<file path="src/rtl/memsel_pkg.sv">
package memsel_pkg;
   localparam int SPACE_PROG = 0;
   localparam int SPACE_DATA = 1;
   localparam int SPACE_BOOT = 2;
   localparam int SPACE_IO   = 3;

   typedef enum logic {
      CFG_ENABLE = 1'b0,
      CFG_SYSCTL = 1'b1
   } cfg_addr_e;
endpackage

</file>
<file path="src/rtl/memsel_cfg_regs.sv">
module memsel_cfg_regs #(
   parameter int NUM_SEL     = 4,
   parameter int DATA_W      = 16,
   parameter int BOOTDIS_BIT = 3,
   parameter logic [NUM_SEL-1:0] EN_RST = '1
) (
   input  logic               clk,
   input  logic               rst_n,
   input  logic               cfg_we_i,
   input  logic               cfg_addr_i,
   input  logic [DATA_W-1:0]  cfg_wdata_i,
   output logic [NUM_SEL-1:0] en_o,
   output logic               boot_dis_o
);
   import memsel_pkg::*;

   logic unused_wdata;
   assign unused_wdata = ^cfg_wdata_i;

   always_ff @(posedge clk or negedge rst_n) begin
      if (!rst_n) begin
         en_o       <= EN_RST;
         boot_dis_o <= 1'b0;
      end else if (cfg_we_i) begin
         if (cfg_addr_i == CFG_ENABLE)
            en_o <= cfg_wdata_i[NUM_SEL-1:0];
         else
            boot_dis_o <= cfg_wdata_i[BOOTDIS_BIT];
      end
   end
endmodule

</file>
<file path="src/rtl/memsel_gate.sv">
module memsel_gate #(
   parameter int NUM_SEL  = 4,
   parameter int BOOT_IDX = 2
) (
   input  logic [NUM_SEL-1:0] req_i,
   input  logic               grant_i,
   input  logic [NUM_SEL-1:0] en_i,
   input  logic               boot_dis_i,
   output logic [NUM_SEL-1:0] pin_act_o,
   output logic               cms_act_o
);
   logic [NUM_SEL-1:0] owned;
   logic [NUM_SEL-1:0] cms_term;

   for (genvar i = 0; i < NUM_SEL; i++) begin : g_space
      assign owned[i] = req_i[i] & ~grant_i;
      if (i == BOOT_IDX) begin : g_boot
         assign pin_act_o[i] = owned[i] & ~boot_dis_i;
      end else begin : g_plain
         assign pin_act_o[i] = owned[i];
      end
      assign cms_term[i] = owned[i] & en_i[i];
   end

   assign cms_act_o = |cms_term;
endmodule

</file>
<file path="src/rtl/memsel_out_reg.sv">
module memsel_out_reg #(
   parameter int NUM_SEL = 4
) (
   input  logic               clk,
   input  logic               rst_n,
   input  logic [NUM_SEL-1:0] pin_act_i,
   input  logic               cms_act_i,
   output logic [NUM_SEL-1:0] sel_n_o,
   output logic               cms_n_o
);
   always_ff @(posedge clk or negedge rst_n) begin
      if (!rst_n) begin
         sel_n_o <= '1;
         cms_n_o <= 1'b1;
      end else begin
         sel_n_o <= ~pin_act_i;
         cms_n_o <= ~cms_act_i;
      end
   end
endmodule

</file>
<file path="src/rtl/memsel_combine.sv">
module memsel_combine #(
   parameter int NUM_SEL     = 4,
   parameter int BOOT_IDX    = memsel_pkg::SPACE_BOOT,
   parameter int DATA_W      = 16,
   parameter int BOOTDIS_BIT = 3
) (
   input  logic               clk,
   input  logic               rst_n,
   input  logic [NUM_SEL-1:0] req_i,
   input  logic               bus_grant_i,
   input  logic               cfg_we_i,
   input  logic               cfg_addr_i,
   input  logic [DATA_W-1:0]  cfg_wdata_i,
   output logic [NUM_SEL-1:0] sel_n_o,
   output logic               cms_n_o
);
   localparam logic [NUM_SEL-1:0] EN_RST = ~(NUM_SEL'(1) << BOOT_IDX);

   if (BOOT_IDX >= NUM_SEL) begin : g_bad_boot
      $error("BOOT_IDX must index one of the selects");
   end
   if (BOOTDIS_BIT >= DATA_W || NUM_SEL > DATA_W) begin : g_bad_width
      $error("configuration fields must fit the write data");
   end

   logic [NUM_SEL-1:0] en;
   logic               boot_dis;
   logic [NUM_SEL-1:0] pin_act;
   logic               cms_act;

   memsel_cfg_regs #(
      .NUM_SEL(NUM_SEL), .DATA_W(DATA_W),
      .BOOTDIS_BIT(BOOTDIS_BIT), .EN_RST(EN_RST)
   ) cfg_i (
      .clk(clk), .rst_n(rst_n), .cfg_we_i(cfg_we_i),
      .cfg_addr_i(cfg_addr_i), .cfg_wdata_i(cfg_wdata_i),
      .en_o(en), .boot_dis_o(boot_dis)
   );

   memsel_gate #(.NUM_SEL(NUM_SEL), .BOOT_IDX(BOOT_IDX)) gate_i (
      .req_i(req_i), .grant_i(bus_grant_i), .en_i(en),
      .boot_dis_i(boot_dis), .pin_act_o(pin_act), .cms_act_o(cms_act)
   );

   memsel_out_reg #(.NUM_SEL(NUM_SEL)) out_i (
      .clk(clk), .rst_n(rst_n), .pin_act_i(pin_act),
      .cms_act_i(cms_act), .sel_n_o(sel_n_o), .cms_n_o(cms_n_o)
   );
endmodule

</file>
<file path="config.mk">
export PLATFORM = sky130hd
export DESIGN_NAME = memsel_combine
export DESIGN_NICKNAME = d
export VERILOG_FILES = /design/src/rtl/memsel_pkg.sv /design/src/rtl/memsel_cfg_regs.sv /design/src/rtl/memsel_gate.sv /design/src/rtl/memsel_out_reg.sv /design/src/rtl/memsel_combine.sv
export SDC_FILE = /design/constraint.sdc
export NUM_CORES = 1
export LEC_CHECK = 0
export ABC_AREA = 0
export ABC_CLOCK_PERIOD_IN_PS = 2410
export BUFFER_PORTS_ARGS = -buffer_cell sky130_fd_sc_hd__clkbuf_2
export CORE_AREA = 8 8 45 47
export CTS_BUF_LIST = sky130_fd_sc_hd__clkbuf_8
export DETAILED_ROUTE_END_ITERATION = 8
export DIE_AREA = 0 0 53 55
export GPL_TIMING_DRIVEN = 0
export HOLD_SLACK_MARGIN = 0.12
export PLACE_DENSITY = 0.6
export RECOVER_POWER = 100
export SLEW_MARGIN = 20
export SYNTH_ARGS = -nofsm -noshare
export SYNTH_HDL_FRONTEND = slang
export SYNTH_SLANG_ARGS = --single-unit
</file>
<file path="constraint.sdc">
create_clock -name clk -period 2.41 [get_ports clk]
set_input_delay 0.3615 -clock clk [delete_from_list [all_inputs] [get_ports clk]]
set_output_delay 0.3615 -clock clk [all_outputs]
set_load 0.01 [all_outputs]
</file>
==> results.txt, run 1 <==
----------------------------------------------------
[Routing]
  Routed wire per std cell ... 12.0 um
  DRC Markers ... 0
  Initial DRT Pass Iterations ... 2
  Max Used Layer ... met4
  Post-Route WL ... around 760 um
  DR WL met3 ... 86 um
  Via total after detailed routing ... 267
  Starting DRT DRC Count ... 2
  Length of routed met2 wiring ... 384 um
  Via/cell ratio ... 4.24
  Routed metal-1 wire length ... 275 um
  Post-route antenna net violation count ... 0

[Finish]
  Fin util ... 38.7%
  Number of nets in the layout ... 73
  Fraction of layout cells with a size suffix above 1 ... 51.1%
  Diode insertion count for antenna repair ... 0
  Area growth from synthesis to final layout ... 38.5%

[Timing]
  Summed negative setup slack over all endpoints ... 0 ns
  Final Max Slew Viols ... 0
  Count of endpoints failing setup in the final report ... 0
  Peak clock frequency supported by timing ... 0.801 GHz
  Clock period minus final worst setup slack ... 1.25 ns
  Final setup skew ... 0.000228 ns
  Worst slew pin tran ... around 0.5 ns
  Period utilisation layout ... 51.8%
  Setup repair after global routing missed its margin ... false
  Number of failing hold endpoints at the final stage ... 0
  Max_slew headroom ... 66.8%

[Synthesis]
  Number of enable-type register cells in the synthesized netlist ... 0
  Area share of xor/xnor cells in the synthesized design ... 0%
  Synthesized area per cell ... 15.5 um^2
  Post-synthesis compound-gate area fraction ... 5.83%
  Nets in the synthesized netlist ... 50
  Post-synth top area share ... between 50% and 60%
  Netlist cell types ... 10
  Share of flip-flops with an asynchronous set or reset ... 100%
  Main combinational cell family by area after synthesis ... multiplexers
  Seq/Total Area, Yosys ... between 60% and 70%
  Portion of netlist area occupied by mux cells ... about 16%
  Cell type contributing the most total cell area after synthesis ... sky130_fd_sc_hd__dfstp_2
  Flip-flop and latch count after synthesis ... 10
  Leading cell types by total area after synthesis ... sky130_fd_sc_hd__dfstp_2 54%, sky130_fd_sc_hd__dfrtp_1 13%, sky130_fd_sc_hd__mux2_2 12%, sky130_fd_sc_hd__nand2b_1 4.9%, sky130_fd_sc_hd__a22oi_1 3.9%
  Ranking of synthesized cells by instance count ... 8 x sky130_fd_sc_hd__dfstp_2, 4 x sky130_fd_sc_hd__mux2_2, 3 x sky130_fd_sc_hd__nand2b_1
  Post-Syn Area ... 387 um^2
  Cell count after synthesis ... 25
  Arithmetic-cell share of the synthesized area counting full adders, half adders and majority gates ... 0%
  Most frequently used cell type in the post-synthesis netlist ... sky130_fd_sc_hd__dfstp_2
  Yosys warns ... 0
  Post-synthesis simple-gate area fraction ... between 10% and 20%
  Primary FF master, synth ... sky130_fd_sc_hd__dfstp_2

[Worst setup path]
  Longest individual stage delay on the worst path ... 0.51 ns
  Crit path max fanout ... 1
  Slowest cell on the critical path ... sky130_fd_sc_hd__dfstp_2
  Required time of the critical path ... 2.05 ns
  Kind of cell adding the most delay to the critical path ... flip-flops
  Kind of launch point of the worst setup path ... register
  Sum of buffers and inverters on the critical path ... 1
  Type of element capturing the critical path ... output pin
  Critical path arrival ... ~0.9 ns
  Worst Setup Path Type ... register to output pin
  Cell breakdown of the critical path ... clkbuf_1

[Clock tree]
  Total setup buffers inserted after CTS ... 0
  Htree depth ... 1
  Worst skew pair latency ... 0.23 ns
  Count of hold buffers inserted by post-cts repair ... 1
  TritonCTS clock tree ... done
  Gates resized, CTS repair ... 0
  Maximum count of clock buffers along a single path ... 2
  Count of clock tree sinks ... 10
  Clock-pin slew on the worst setup and hold paths ... 0.05 ns
  Root buffer cell ... sky130_fd_sc_hd__clkbuf_8
  Num CTS Buffers ... 3

[Global route]
  Initial antenna violation count ... 0
  Global-route wire length before repair ... 1120 um
  Vias in the first global route ... 292
  Pin count of the biggest net entering global routing ... 11
  Combined global-route utilization of all metal layers ... 5.68%
  Remaining global-route overflow ... 0

[Floorplanning]
  Floorplan Core Area ... between 1000 and 1500 um^2
  Floorplan die width ... 53 um
  Starting utilization of the core area ... 27.9%
  Io pins ... 30
  Die area ... about 2900 um^2
  Floorplan row count ... 14
  Die boundary height ... 55 um

[Min path]
  Path type of the worst min-delay path ... input pin to register

[Run status]
  Outcome ... finished, final reports clean

[Placed design]
  Global placer's final weighted congestion ... 0.612
  Number of input and output port buffers inserted ... 17

[Power and ir drop]
  Pwr per Cell Area ... 845 nW/um^2
  Worst VDD drop ... 226 uV
  Static leakage ... 0.231 nW

[Run]
  # Max-Cap Violations ... 0

----------------------------------------------------
-- cells in the final DEF (no fill, tap or decap) --
| cell | n |
|---|---|
| sky130_fd_sc_hd__dfstp_1 | 1 |
| sky130_fd_sc_hd__nor2b_1 | 1 |
| sky130_fd_sc_hd__nand2b_1 | 3 |
| sky130_fd_sc_hd__a21o_1 | 1 |
| sky130_fd_sc_hd__a22oi_1 | 2 |
| sky130_fd_sc_hd__mux2_1 | 1 |
| sky130_fd_sc_hd__clkbuf_8 | 4 |
| sky130_fd_sc_hd__dfstp_2 | 7 |
| sky130_fd_sc_hd__dfrtp_1 | 2 |
| sky130_fd_sc_hd__clkbuf_2 | 9 |
| sky130_fd_sc_hd__dlygate4sd3_1 | 1 |
| sky130_fd_sc_hd__mux2_2 | 4 |
| sky130_fd_sc_hd__nand2_1 | 2 |
| sky130_fd_sc_hd__nor2_1 | 1 |
| sky130_fd_sc_hd__clkbuf_1 | 8 |
-- power breakdown --
group / leakage (nW) / total, W / internal (W) / switching (W)
registers: 0.107 / 0.000202 / 0.000195 / 0.00000706
logic: 0.0949 / 0.0000457 / 0.0000251 / 0.0000205
clock network: 0.0288 / 0.000205 / 0.000143 / 0.0000617
total: 0.231 / 0.000453 / 0.000363 / 0.0000892
-- metal layers --
metal,vias to the layer above,GRT usage [%]
met5,-,0
met4,0,5.17
met3,2,3.48
met2,11,9.38
met1,125,4.67
li1,129,-
-- per-stage QoR --
stage	setup slack, ns	hold WS (ns)	cells	power (W)	area, um^2
after detailed placement	1.30	0.232	58	0.000257	492
final	1.16	0.275	63	0.000453	536
after CTS	1.17	0.269	63	0.000467	557
after floorplan	1.44	0.0659	25	0.000232	387
after global placement	1.31	0.230	58	0.000255	492
after global routing	1.11	0.278	63	0.000479	536
-- cell families after synthesis --
logic type / Yosys count
AND/OR/NAND/NOR: 7
flip-flops: 10
AO/OA/AOI/OAI: 3
multiplexers: 5
-- registers in the layout (all words and copies together), names as in the netlist --
register	count
out_i.sel_n_o	4
cfg_i.en_o	4
out_i.cms_n_o	1
cfg_i.boot_dis_o	1
-- path summary, 6_finish.rpt --
kind,from,to,slack [ns],cells after the start
max reg2reg,cfg_i.en_o[1]$_DFFE_PN1P_,out_i.cms_n_o$_DFF_PN1_,1.57,2
min,req_i[2],out_i.sel_n_o[2]$_DFF_PN1_,0.27,2
max in group asynchronous,rst_n,out_i.sel_n_o[1]$_DFF_PN1_,1.45,2
max,out_i.sel_n_o[1]$_DFF_PN1_,sel_n_o[1],1.16,1
min in group asynchronous,rst_n,cfg_i.boot_dis_o$_DFFE_PN0P_,0.61,2
min reg2reg,cfg_i.boot_dis_o$_DFFE_PN0P_,out_i.sel_n_o[2]$_DFF_PN1_,0.47,2
-- area by class of cell --
cell class | instances | area (um^2)
Sequential cell | 10 | 260
Clock buffer | 4 | 55.1
Tap cell | 16 | 20.0
Multi-Input combinational cell | 15 | 115
Fill cell | 154 | 848
Timing Repair Buffer | 18 | 85.1
No activity file was read; power rests on OpenSTA's default activity.
==> run 2, diff against run 1 <==
--- a/config.mk
+++ b/config.mk
@@ -6,7 +6,7 @@
 export NUM_CORES = 1
 export LEC_CHECK = 0
 export ABC_AREA = 0
-export ABC_CLOCK_PERIOD_IN_PS = 2410
+export ABC_CLOCK_PERIOD_IN_PS = 1100
 export BUFFER_PORTS_ARGS = -buffer_cell sky130_fd_sc_hd__clkbuf_2
 export CORE_AREA = 8 8 45 47
 export CTS_BUF_LIST = sky130_fd_sc_hd__clkbuf_8
@@ -14,7 +14,7 @@
 export DIE_AREA = 0 0 53 55
 export GPL_TIMING_DRIVEN = 0
 export HOLD_SLACK_MARGIN = 0.12
-export PLACE_DENSITY = 0.6
+export PLACE_DENSITY = 0.62
 export RECOVER_POWER = 100
 export SLEW_MARGIN = 20
 export SYNTH_ARGS = -nofsm -noshare
==> constraint.sdc (replaced) <==
create_clock -name clk -period 1.1 [get_ports clk]
set_input_delay 0.165 -clock clk [delete_from_list [all_inputs] [get_ports clk]]
set_output_delay 0.165 -clock clk [all_outputs]
set_load 0.01 [all_outputs]
==> run 2 against run 1 <==
  * Sequential share of layout area is 4.2 points lower
  * Die area did not move
  * Combinational power rose to 2.5 times the previous value
  * Clock power is 120% higher
  * Routed wire length increased by 2.4%
  * Critical path type unchanged
  * Clock skew about the same
==> results.txt, run 2 (same netlist as run 1, synthesis figures left out) <==
----------------------------------------------------
[Run status]
  Outcome ... finished, final reports clean

[Finish]
  Leading cell type in the layout, fill and taps excluded ... sky130_fd_sc_hd__clkbuf_2
  Non-filler cells, final ... 67
  Most frequent cells in the layout ... 12 x sky130_fd_sc_hd__clkbuf_2, 6 x sky130_fd_sc_hd__dfstp_2, 5 x sky130_fd_sc_hd__dlygate4sd3_1, 5 x sky130_fd_sc_hd__clkbuf_1
  Fraction of layout cells with a size suffix above 1 ... between 50% and 60%
  Area growth from synthesis to final layout ... 51.8%
  Registers with the highest flip-flop counts ... cfg_i.en_o x4, out_i.sel_n_o x4
  Diode insertion count for antenna repair ... 0
  Number of nets in the layout ... 77
  Filler Cells Inserted ... 142

[Worst setup path]
  Critical path arrival ... 0.88 ns
  Longest individual stage delay on the worst path ... 0.51 ns
  Kind of cell adding the most delay to the critical path ... flip-flops
  Cell breakdown of the critical path ... clkbuf_1
  Worst flop-to-flop path endpoint ... out_i.cms_n_o$_DFF_PN1_
  Worst R2R Path Depth ... 2
  Crit path max fanout ... 1
  R2r startpoint ... cfg_i.en_o[1]$_DFFE_PN1P_
  Worst Setup Path Type ... register to output pin
  Required time of the critical path ... 0.94 ns
  Kind of launch point of the worst setup path ... register
  Slowest cell on the critical path ... sky130_fd_sc_hd__dfstp_2
  Type of element capturing the critical path ... output pin
  Sum of buffers and inverters on the critical path ... 1
  Register-to-Register Setup Slack ... 0.25 ns

[Floorplanning]
  Starting utilization of the core area ... between 20% and 30%
  Floorplan row count ... 14
  Floorplan die width ... 53 um
  Die boundary height ... between 50 and 60 um
  Floorplan Core Area ... around 1400 um^2
  Io pins ... 30
  Die area ... 2920 um^2

[Min path]
  Path type of the worst min-delay path ... input pin to register
  Hold Startpoint ... cfg_wdata_i[2]
  Hold Crit Endpoint ... cfg_i.en_o[2]$_DFFE_PN0P_
  Hold Path Depth ... 2

[Routing]
  Routed wire per std cell ... 11.6 um
  Starting DRT DRC Count ... 4
  Via/cell ratio ... 4.19
  Post-Route WL ... approximately 780 um
  Initial DRT Pass Iterations ... 4
  DRC Markers ... 0
  Post-route antenna net violation count ... 0
  Via total after detailed routing ... 281

[Clock tree]
  Count of clock tree sinks ... 10
  Root buffer cell ... sky130_fd_sc_hd__clkbuf_8
  Num CTS Buffers ... 3
  Worst skew pair latency ... 0.23 ns
  Htree depth ... 1
  Gates resized, CTS repair ... 0
  Maximum count of clock buffers along a single path ... 2
  Clock-pin slew on the worst setup and hold paths ... 0.05 ns
  TritonCTS clock tree ... done

[Global route]
  Initial antenna violation count ... 0
  Remaining global-route overflow ... 0
  Vias in the first global route ... 297
  Combined global-route utilization of all metal layers ... about 5.7%
  Global-route wire length before repair ... 1190 um
  Pin count of the biggest net entering global routing ... 11

[Timing]
  Period utilisation layout ... 94.7%
  Number of failing hold endpoints at the final stage ... 0
  Clock period minus final worst setup slack ... approximately 1.0 ns
  Worst slew pin tran ... 0.507 ns
  Final setup skew ... 0.000157 ns
  Peak clock frequency supported by timing ... between 0.9 and 1 GHz
  Summed negative setup slack over all endpoints ... 0 ns
  Setup repair after global routing missed its margin ... false
  Final Max Slew Viols ... 0
  Max_slew headroom ... around two thirds
  Count of endpoints failing setup in the final report ... 0

[Power and ir drop]
  Pwr per Cell Area ... 1710 nW/um^2
  Final total power ... 0.00100 W
  Worst VDD drop ... 701 uV
  Static leakage ... 0.260 nW

[Run]
  # Max-Cap Violations ... 0

[Placed design]
  Placed Cells ... 58
  Global placer's final weighted congestion ... a little over 0.6
  Number of input and output port buffers inserted ... 17

----------------------------------------------------
-- run 2: cell count changes in the layout (fill, tap and decap cells not counted), sizes merged --
cell / delta
dlygate4sd3: +4
-- run 2: what timing repair did --
action                    4_1_cts  5_1_grt
hold endpoints to repair       14        0
hold buffers                    5        0
setup buffers                   0        0
-- run 2: power by group --
| group | leakage, nW | internal (W) | switching, W |
|---|---|---|---|
| sequential | 0.107 | 0.000426 | 0.0000175 |
| clock | 0.0288 | 0.000313 | 0.000131 |
| combinational | 0.125 | 0.0000678 | 0.0000472 |
-- run 2: stage by stage --
step	setup WS, ns	hold slack, ns	util [%]	cell area, um^2
after global placement	0.198	0.0319	35.5	492
final	0.0580	0.168	42.4	587
after global routing	0.0304	0.166	42.4	587
after floorplan	0.288	-0.131	-	387
after CTS	0.0632	0.166	43.1	597
after detailed placement	0.195	0.0373	35.5	492
-- run 2: worst register-to-register path, cell delays in order, from the launching register on --
cell and delay [ns]:
sky130_fd_sc_hd__dfstp_1 0.52, sky130_fd_sc_hd__a22oi_1 0.09, sky130_fd_sc_hd__a21o_1 0.18
-- run 2: worst max-delay path by stage --
stage	start	to	cells after the start	slack, ns
floorplan	cfg_i.en_o[1]$_DFFE_PN1P_	out_i.cms_n_o$_DFF_PN1_	2	0.29
global placement	cfg_we_i	cfg_i.en_o[2]$_DFFE_PN0P_	3	0.20
detailed placement	cfg_we_i	cfg_i.en_o[2]$_DFFE_PN0P_	3	0.20
CTS	out_i.sel_n_o[0]$_DFF_PN1_	sel_n_o[0]	1	0.06
global route	out_i.cms_n_o$_DFF_PN1_	cms_n_o	1	0.03
finish	out_i.cms_n_o$_DFF_PN1_	cms_n_o	1	0.06
-- run 2: final cells by class --
cell class                      instances  area (um^2)  area share, %
Timing Repair Buffer                   22          129           22.0
Sequential cell                        10          260           44.3
Multi-Input combinational cell         15          123           20.9
Tap cell                               16         20.0           3.41
Clock buffer                            4         55.1           9.38
-- run 2: per-layer routing --
| layer | wire length [um] | vias up | global-route usage (%) |
|---|---|---|---|
| met5 | 0 | - | 0 |
| met4 | 0 | 0 | 3.88 |
| met3 | 95 | 0 | 2.67 |
| met2 | 369 | 11 | 8.98 |
| met1 | 312 | 133 | 6.09 |
| li1 | - | 137 | - |
==> run 3, diff against run 2 <==
--- a/config.mk
+++ b/config.mk
@@ -14,9 +14,10 @@
 export DIE_AREA = 0 0 53 55
 export GPL_TIMING_DRIVEN = 0
 export HOLD_SLACK_MARGIN = 0.12
-export PLACE_DENSITY = 0.62
+export PLACE_DENSITY = 0.64
 export RECOVER_POWER = 100
 export SLEW_MARGIN = 20
 export SYNTH_ARGS = -nofsm -noshare
 export SYNTH_HDL_FRONTEND = slang
+export SYNTH_HIERARCHICAL = 1
 export SYNTH_SLANG_ARGS = --single-unit
==> run 3 against run 2 <==
  * Clock skew rose by 0.0038 ns
  * Core utilization fell by 1.5 points
  * Die area did not move
  * Fmax fell by 0.18%
  * Via count fell by 6.0%
  * Total power fell by 1.4%
  * Register-to-register slack barely moved
  * Synthesized cell count rose by 16%
  * Synthesized area rose by 5.5%
  * Critical endpoint is now sel_n_o[3]
==> results.txt, run 3 <==
----------------------------------------------------
[Timing]
  Max_slew headroom ... 67.4%
  Clock period minus final worst setup slack ... 1.04 ns
  Setup repair after global routing missed its margin ... false
  Final Max Slew Viols ... 0
  Peak clock frequency supported by timing ... roughly 0.96 GHz
  Final setup skew ... 0.00396 ns
  Number of failing hold endpoints at the final stage ... 0
  Worst hold-check slack ... 0.171 ns
  Period utilisation layout ... a little over nine tenths
  Worst slew pin tran ... 0.490 ns
  Count of endpoints failing setup in the final report ... 0
  Final WS setup ... 0.0561 ns
  Summed negative setup slack over all endpoints ... 0 ns

[Power and ir drop]
  NetSw ... 0.000190 W
  Static leakage ... 0.257 nW
  Worst VDD drop ... ~1400 uV
  Part of the total power dissipated in sequential elements ... about 45%
  Clock Power Share ... 44.3%
  Int Power ... approximately 0.00080 W
  Combinational group share of total power ... 10.9%
  Switching share of power ... 19.2%
  Pwr per Cell Area ... 1750 nW/um^2

[Worst setup path]
  Type of element capturing the critical path ... output pin
  R2r startpoint ... cfg_i/en_o[0]$_DFFE_PN1P_
  Critical path arrival ... 0.88 ns
  Worst Setup Path Type ... register to output pin
  Sum of buffers and inverters on the critical path ... 1
  Required time of the critical path ... 0.94 ns
  Slowest cell on the critical path ... sky130_fd_sc_hd__dfstp_2
  Worst R2R Path Depth ... 3
  Crit path max fanout ... 1
  Cell breakdown of the critical path ... clkbuf_1
  Kind of launch point of the worst setup path ... register
  Longest individual stage delay on the worst path ... a little over 0.5 ns
  Register-to-Register Setup Slack ... 0.25 ns
  Kind of cell adding the most delay to the critical path ... flip-flops
  Worst flop-to-flop path endpoint ... out_i/cms_n_o$_DFF_PN1_

[Floorplanning]
  Die area ... slightly below 3000 um^2
  Floorplan Core Area ... approximately 1400 um^2
  Floorplan die width ... 53 um
  Starting utilization of the core area ... between 20% and 30%
  Floorplan row count ... 14
  Io pins ... 30
  Die boundary height ... 55 um

[Global route]
  Initial antenna violation count ... 0
  Global-route wire length before repair ... 1120 um
  Pin count of the biggest net entering global routing ... 11
  Vias in the first global route ... 275
  Combined global-route utilization of all metal layers ... 5.52%
  Remaining global-route overflow ... 0

[Synthesis]
  Post-synth top area share ... 51.5%
  Post-Syn Area ... just over 400 um^2
  Share of flip-flops with an asynchronous set or reset ... 100%
  Number of enable-type register cells in the synthesized netlist ... 0
  Cell type contributing the most total cell area after synthesis ... sky130_fd_sc_hd__dfstp_2
  Seq/Total Area, Yosys ... 63.8%
  Cell count after synthesis ... 29
  Yosys warns ... 6
  Flip-flop and latch count after synthesis ... 10
  Leading cell types by total area after synthesis ... sky130_fd_sc_hd__dfstp_2 52%, sky130_fd_sc_hd__dfrtp_1 12%, sky130_fd_sc_hd__mux2_2 11%, sky130_fd_sc_hd__inv_1 4.6%, sky130_fd_sc_hd__nor2b_1 4.6%
  Nets in the synthesized netlist ... 54
  Primary FF master, synth ... sky130_fd_sc_hd__dfstp_2
  Synthesized area per cell ... 14.1 um^2
  Ranking of synthesized cells by instance count ... 8 x sky130_fd_sc_hd__dfstp_2, 5 x sky130_fd_sc_hd__inv_1, 4 x sky130_fd_sc_hd__mux2_2
  Most frequently used cell type in the post-synthesis netlist ... sky130_fd_sc_hd__dfstp_2
  Netlist cell types ... 11

[Finish]
  Registers with the highest flip-flop counts ... cfg_i/en_o x4, out_i/sel_n_o x4
  Number of nets in the layout ... 77
  Leading cell type in the layout, fill and taps excluded ... sky130_fd_sc_hd__clkbuf_2
  Fraction of layout cells with a size suffix above 1 ... 56.9%
  Filler Cells Inserted ... 145
  Sequential standard cell area ... 260 um^2
  Most frequent cells in the layout ... 14 x sky130_fd_sc_hd__clkbuf_2, 6 x sky130_fd_sc_hd__dfstp_2, 5 x sky130_fd_sc_hd__inv_1, 4 x sky130_fd_sc_hd__mux2_2, 4 x sky130_fd_sc_hd__clkbuf_8
  Area growth from synthesis to final layout ... 38.7%
  Total area of multi-input combinational cells ... 120 um^2
  Diode insertion count for antenna repair ... 0

[Min path]
  Path type of the worst min-delay path ... input pin to register
  Hold Path Depth ... 2
  Hold Crit Endpoint ... cfg_i/en_o[2]$_DFFE_PN0P_
  Hold Startpoint ... cfg_wdata_i[2]

[Placed design]
  Global placer's final weighted congestion ... 0.672
  Number of input and output port buffers inserted ... 17
  Half-perimeter wire length of the detailed placement result ... 610 um
  DP Worst Slack ... around 0.19 ns

[Routing]
  Post-Route WL ... 701 um
  DRC Markers ... 0
  Via/cell ratio ... 3.94
  Post-route antenna net violation count ... 0
  Initial DRT Pass Iterations ... 2
  Routed wire per std cell ... between 10 and 15 um
  Starting DRT DRC Count ... 2
  Via total after detailed routing ... 264

[Clock tree]
  Root buffer cell ... sky130_fd_sc_hd__clkbuf_8
  Count of clock tree sinks ... 10
  Clock-pin slew on the worst setup and hold paths ... approximately 0.05 ns
  TritonCTS clock tree ... done
  Maximum count of clock buffers along a single path ... 2
  Num CTS Buffers ... 3
  Htree depth ... 1
  Worst skew pair latency ... 0.23 ns

[Run status]
  Outcome ... finished, final reports clean

[Run]
  # Max-Cap Violations ... 0

----------------------------------------------------
-- run 3: cell types whose count changed in the layout (fill, tap and decap cells not counted) --
cell	previous run	this run
sky130_fd_sc_hd__clkbuf_2	12	14
sky130_fd_sc_hd__nor3b_1	0	1
sky130_fd_sc_hd__nor2b_1	0	3
sky130_fd_sc_hd__nand2_1	2	1
sky130_fd_sc_hd__clkbuf_1	5	3
sky130_fd_sc_hd__a21o_1	1	0
sky130_fd_sc_hd__a21oi_1	0	1
sky130_fd_sc_hd__nand2b_1	3	0
sky130_fd_sc_hd__nor2_1	1	0
sky130_fd_sc_hd__dlygate4sd3_1	5	1
sky130_fd_sc_hd__inv_1	0	5
-- run 3: cell families after synthesis --
logic type	synth area share [%]
muxes	14.7
AOI/OAI and AO/OA	4.91
buffers and inverters	4.60
DFF	63.8
and+or+nand+nor	12.0
-- run 3: worst reg2reg max path: cells and delay by family, from the launching register on --
kind,cells,cell delay [ns]
buffers and inverters,1,0.05
AO/OA/AOI/OAI,2,0.22
flip-flops,1,0.51
-- run 3: per-layer routing --
layer  vias to the layer above  wire [um]  track usage, %
met4                         0          0               0
met3                         0         86            6.15
met1                       116        282            5.16
li1                        138          -               -
met2                        10        332            8.59
met5                         -          0               0
-- run 3: timing repair --
item | CTS | global route
resized for setup | 0 | 0
buffers inserted | 0 | 0
hold endpoints to repair | 10 | 0
hold buffers | 1 | 0
-- run 3: how the worst max path moves through the flow --
stage / from / endpoint / cells after the start
3_5_place_dp: cfg_we_i / cfg_i/en_o[2]$_DFFE_PN0P_ / 3
6_report: out_i/sel_n_o[3]$_DFF_PN1_ / sel_n_o[3] / 1
4_1_cts: out_i/cms_n_o$_DFF_PN1_ / cms_n_o / 1
5_1_grt: out_i/sel_n_o[3]$_DFF_PN1_ / sel_n_o[3] / 1
3_3_place_gp: cfg_we_i / cfg_i/en_o[2]$_DFFE_PN0P_ / 3
2_1_floorplan: cfg_i/en_o[0]$_DFFE_PN1P_ / out_i/cms_n_o$_DFF_PN1_ / 3
-- run 3: through the flow --
stage          total power [W]  area (um^2)  utilization [%]  cells
6_report              0.000989          566             40.9     67
5_1_grt                0.00105          566             40.9     67
4_1_cts                0.00102          578             41.8     67
3_5_place_dp          0.000568          513             37.1     62
3_3_place_gp          0.000563          513             37.1     62
2_1_floorplan         0.000512          408                -     29
-- run 3: area by class of cell --
class / count / area share (%)
Sequential cell: 10 / 46.0
Tap cell: 16 / 3.54
Timing Repair Buffer: 18 / 16.2
Multi-Input combinational cell: 14 / 21.2
Inverter: 5 / 3.32
Clock buffer: 4 / 9.73
-- run 3: power by group through the flow --
stage	clock [W]	sequential, W	combinational, W
after floorplan	0	0.000455	0.0000568
after global placement	0	0.000451	0.000112
after detailed placement	0	0.000453	0.000115
after CTS	0.000459	0.000448	0.000118
after global routing	0.000482	0.000449	0.000120
final	0.000439	0.000443	0.000108
